--- config.mk ---
export PLATFORM = sky130hd
export DESIGN_NAME = mbox_irq_ctrl
export DESIGN_NICKNAME = d
export VERILOG_FILES = /design/src/rtl/mbox_pkg.sv /design/src/rtl/mbox_port_decode.sv /design/src/rtl/mbox_irq_ctrl.sv
export SDC_FILE = /design/constraint.sdc
export NUM_CORES = 1
export LEC_CHECK = 0
export ABC_CLOCK_PERIOD_IN_PS = 1300
export CORE_AREA = 2 2 39 41
export CTS_CLUSTER_SIZE = 10
export DETAILED_ROUTE_END_ITERATION = 10
export DIE_AREA = 0 0 41 43
export DONT_BUFFER_PORTS = 1
export PLACE_DENSITY_LB_ADDON = 0.15
export SYNTH_ARGS = -nofsm -noshare
export SYNTH_HDL_FRONTEND = slang
export SYNTH_HIERARCHICAL = 1
export SYNTH_SLANG_ARGS = --single-unit
--- constraint.sdc ---
create_clock -name clk -period 1.3 [get_ports clk]
set_input_delay 0.065 -clock clk [delete_from_list [all_inputs] [get_ports clk]]
set_output_delay 0.065 -clock clk [all_outputs]
set_load 0.03 [all_outputs]
--- src/rtl/mbox_pkg.sv ---
package mbox_pkg;
    localparam int unsigned NUM_PORTS = 2;

    // Decoded mailbox events for one port in one cycle
    typedef struct packed {
        logic rd_own;   // read of this port's own mailbox
        logic wr_peer;  // write into the partner's mailbox
    } port_hits_t;

    // Registered state of the controller
    typedef struct packed {
        logic [NUM_PORTS-1:0] flag;  // 1 = interrupt pending for port index
    } mbox_state_t;
endpackage

--- src/rtl/mbox_port_decode.sv ---
module mbox_port_decode
    import mbox_pkg::*;
#(
    parameter int unsigned ADDR_W   = 12,
    parameter logic [ADDR_W-1:0] OWN_BOX  = '1,
    parameter logic [ADDR_W-1:0] PEER_BOX = '1
) (
    input  logic              feat_en,
    input  logic              en,
    input  logic              we,
    input  logic [ADDR_W-1:0] addr,
    output port_hits_t        hits
);
    logic active;

    always_comb begin
        active       = feat_en && en;
        hits.rd_own  = active && !we && (addr == OWN_BOX);
        hits.wr_peer = active &&  we && (addr == PEER_BOX);
    end
endmodule

--- src/rtl/mbox_irq_ctrl.sv ---
module mbox_irq_ctrl
    import mbox_pkg::*;
#(
    parameter int unsigned ADDR_W = 12
) (
    input  logic              clk,
    input  logic              rst_n,
    input  logic              feat_en,
    input  logic              a_en,
    input  logic              a_we,
    input  logic [ADDR_W-1:0] a_addr,
    input  logic              b_en,
    input  logic              b_we,
    input  logic [ADDR_W-1:0] b_addr,
    output logic              a_irq_n,
    output logic              b_irq_n
);
    localparam logic [ADDR_W-1:0] TOP_ADDR = {ADDR_W{1'b1}};
    localparam logic [ADDR_W-1:0] BOX_A    = TOP_ADDR - 1'b1;
    localparam logic [ADDR_W-1:0] BOX_B    = TOP_ADDR;

    logic [NUM_PORTS-1:0]             p_en;
    logic [NUM_PORTS-1:0]             p_we;
    logic [NUM_PORTS-1:0][ADDR_W-1:0] p_addr;
    port_hits_t [NUM_PORTS-1:0]       p_hits;

    assign p_en   = {b_en, a_en};
    assign p_we   = {b_we, a_we};
    assign p_addr = {b_addr, a_addr};

    // Index 0 is port A, index 1 is port B
    for (genvar p = 0; p < NUM_PORTS; p++) begin : g_port
        localparam logic [ADDR_W-1:0] OWN  = (p == 0) ? BOX_A : BOX_B;
        localparam logic [ADDR_W-1:0] PEER = (p == 0) ? BOX_B : BOX_A;
        mbox_port_decode #(
            .ADDR_W   (ADDR_W),
            .OWN_BOX  (OWN),
            .PEER_BOX (PEER)
        ) dec_i (
            .feat_en (feat_en),
            .en      (p_en[p]),
            .we      (p_we[p]),
            .addr    (p_addr[p]),
            .hits    (p_hits[p])
        );
    end

    mbox_state_t state_d, state_q;

    always_comb begin
        state_d = state_q;
        for (int p = 0; p < NUM_PORTS; p++) begin
            // partner's write to this port's box sets; set wins over clear
            if (p_hits[NUM_PORTS-1-p].wr_peer)
                state_d.flag[p] = 1'b1;
            else if (p_hits[p].rd_own)
                state_d.flag[p] = 1'b0;
        end
    end

    always_ff @(posedge clk or negedge rst_n) begin
        if (!rst_n) state_q <= '0;
        else        state_q <= state_d;
    end

    assign a_irq_n = ~state_q.flag[0];
    assign b_irq_n = ~state_q.flag[1];
endmodule

==> metrics.yaml <==
global_routing:
  track_usage_pct: 7.91
  grtUsageMet2_pct: 11.9
  antenna_found_initial: 0
  grt_busiest_layer: "met2"
  use_met1_pct: 6.05
  grt_pass1_vias: 246
  grt_pass1_wl_um: 862
  grt_overflow: 0
  grt_max_degree: 3
  use_met3_pct: 3.14
critical_path:
  r2r_cells: 2
  required_ps: 1240
  crit_buf_inv: 1
  worstPathCellList: "inv_1"
  crit_cells: 1
  critPathCaptureType: "output port"
  critPathSlowestCell: "dfrtp_1"
  timing_worst_setup_path_type: "reg2out"
  arrival_ps: 820
  cp_top_family: "flip-flops"
  path_max_fanout: 2
  slowest_delay_ps: 350
  worst_setup_path_start_kind: "register"
drt:
  num_vias: 200
  drt_wl_total_um: 524
  drc_errors: 0
  initialDrtViolationCount: 0
  post_drt_via_cell_ratio: 5.00
  ant_nets: 0
  drtPass1Iterations: 1
  post_drt_wl_per_cell_um: 13.1
yosys:
  yosysWarnings: 6
  synth_adder_area_share_pct: 0
  avgSynthCellArea_sq_um: 8.76
  synth_ff_type: "dfrtp_1"
  syn-num-nets: 51
  ys_seq_area_share_pct: 28.6
  synthesis.area_sq_um: 175
  yosys.area_share.simple_pct: 54.3
  synth_seq_cells: 2
  netlist_top_cells_count: "5 x nand4_1, 4 x nor4_1"
  synth_compound_area_share_pct: 12.9
  synthXorXnorAreaFrac_pct: 0
  ys_types: 9
  netlist_instances: 20
  synth_top_area_cell: "dfrtp_1"
  synth_top_cells_by_area: "dfrtp_1 29%, nand4_1 18%, nor4_1 14%"
  synth.top_cell.area_share_pct: 28.6
  synthMuxAreaShare_pct: 0
  synth_edf_count: 0
  synth_top_family_by_area: "simple AND/OR/NAND/NOR gates"
  yosysMostFrequentCell: "nand4_1"
  synthArstFlopShare_pct: 100
timing:
  setup_viol: 0
  worst-slew-pin-transition_ps: 369
  fin_crit_sh_pct: 67.7
  finalClockSkew_ps: 0
  rsz0062_at_grt: "false"
  slew_violations: 0
  finalHoldViolations: 0
  max_freq_mhz: 1140
  period_needed_ps: 880
  slew-limit-headroom_pct: 75.2
  tns_ps: 0
cts:
  cts_tree: "built"
  cts_setup_buffers: 0
  cts-buffers-inserted: 3
  clk_path_buf_depth: 2
  cts_root_buffer: "clkbuf_4"
  path_clk_slew_ps: 30
  clock-sinks: 2
  clock_latency_ps: 220
  htree_levels: 1
layout:
  drive_above_1_share_pct: 25.0
  diodes: 0
  reg.largest.list: "state_q: 2 flops"
  finalNetCount: 57
  largest_reg_flops: 2
  area_growth_pct: 30.0
  top_register: "state_q"
placed_design:
  io_buffer_count: 0
  gp_congestion: 0.554
floorplan:
  initial_utilization_pct: 12.7
  die-area_sq_mm: 0.00176
  core_sq_mm: 0.00138
  die_w_um: 41
  ios: 33
  fp.dieH_um: 43
  row_count: 14
min_path:
  hp-class: "in2async"
power:
  finalPower_w: 0.000209
  p_leak_nw: 0.0660
  power_density_mw_per_mm2: 919
  vdd_drop_max_v: 0.000154
run:
  drv_cap: 0
status:
  status: "completed"
[per-layer routing]
metal	wire length, um	vias to the layer above
li1	-	95
met1	137	86
met2	307	19
met3	78	0
met4	0	0
met5	0	-
[final cells by class]
type,instances,area [sq um]
clock buffer,3,22.5
fill,160,1160
inverter,2,7.51
multi-input combinational,16,118
sequential,2,50.0
tap,16,20.0
timing repair buffer,1,10.0
[power by group]
part / internal [W] / total [W] / switching, W / leakage [nW]
registers: 0.0000629 / 0.0000630 / 0.0000000475 / 0.0175
clock network: 0.000102 / 0.000133 / 0.0000317 / 0.0138
logic: 0.00000770 / 0.0000130 / 0.00000528 / 0.0346
[what timing repair did]
action	4_1_cts	5_1_grt
hold endpoints to repair	2	0
resized for setup	0	0
hold buffers	1	0
[metrics by stage]
step	hold slack (ps)	util, %	setup WS, ps	area (sq um)	cells
floorplan	-231	-	540	175	20
global placement	-231	14.1	499	195	36
detailed placement	-231	14.1	498	195	36
CTS	76.3	16.5	401	228	40
global route	79.8	16.5	375	228	40
finish	81.9	16.5	420	228	40
[worst register-to-register path, cell delays in order (launching register included)]
cell and delay (ps):
dfrtp_1 350, inv_1 250, o21bai_2 80
[final timing paths]
| kind | from | endpoint | slack, ps |
|---|---|---|---|
| min | rst_n | state_q[1] | 80 |
| min reg2reg | state_q[0] | state_q[0] | 590 |
| max | state_q[1] | b_irq_n | 420 |
| max in group asynchronous | rst_n | state_q[0] | 1090 |
| min in group clk | b_addr[2] | state_q[1] | 110 |
| max reg2reg | state_q[1] | state_q[1] | 500 |
[logic make-up (layout without fill, tap and decap cells)]
group,count (synthesis),after routing
compound gates,2,2
buf+inv,2,6
simple gates,14,14
flops,2,2
[cells in the final DEF, fill, tap and decap left out, types with 2 or more instances in the layout]
cell	count
nor4_1	4
nand4_1	5
nand4b_1	2
o21bai_2	2
clkbuf_4	3
nand3_1	2
dfrtp_1	2
Note: power is estimated with default switching activity, not from simulation.
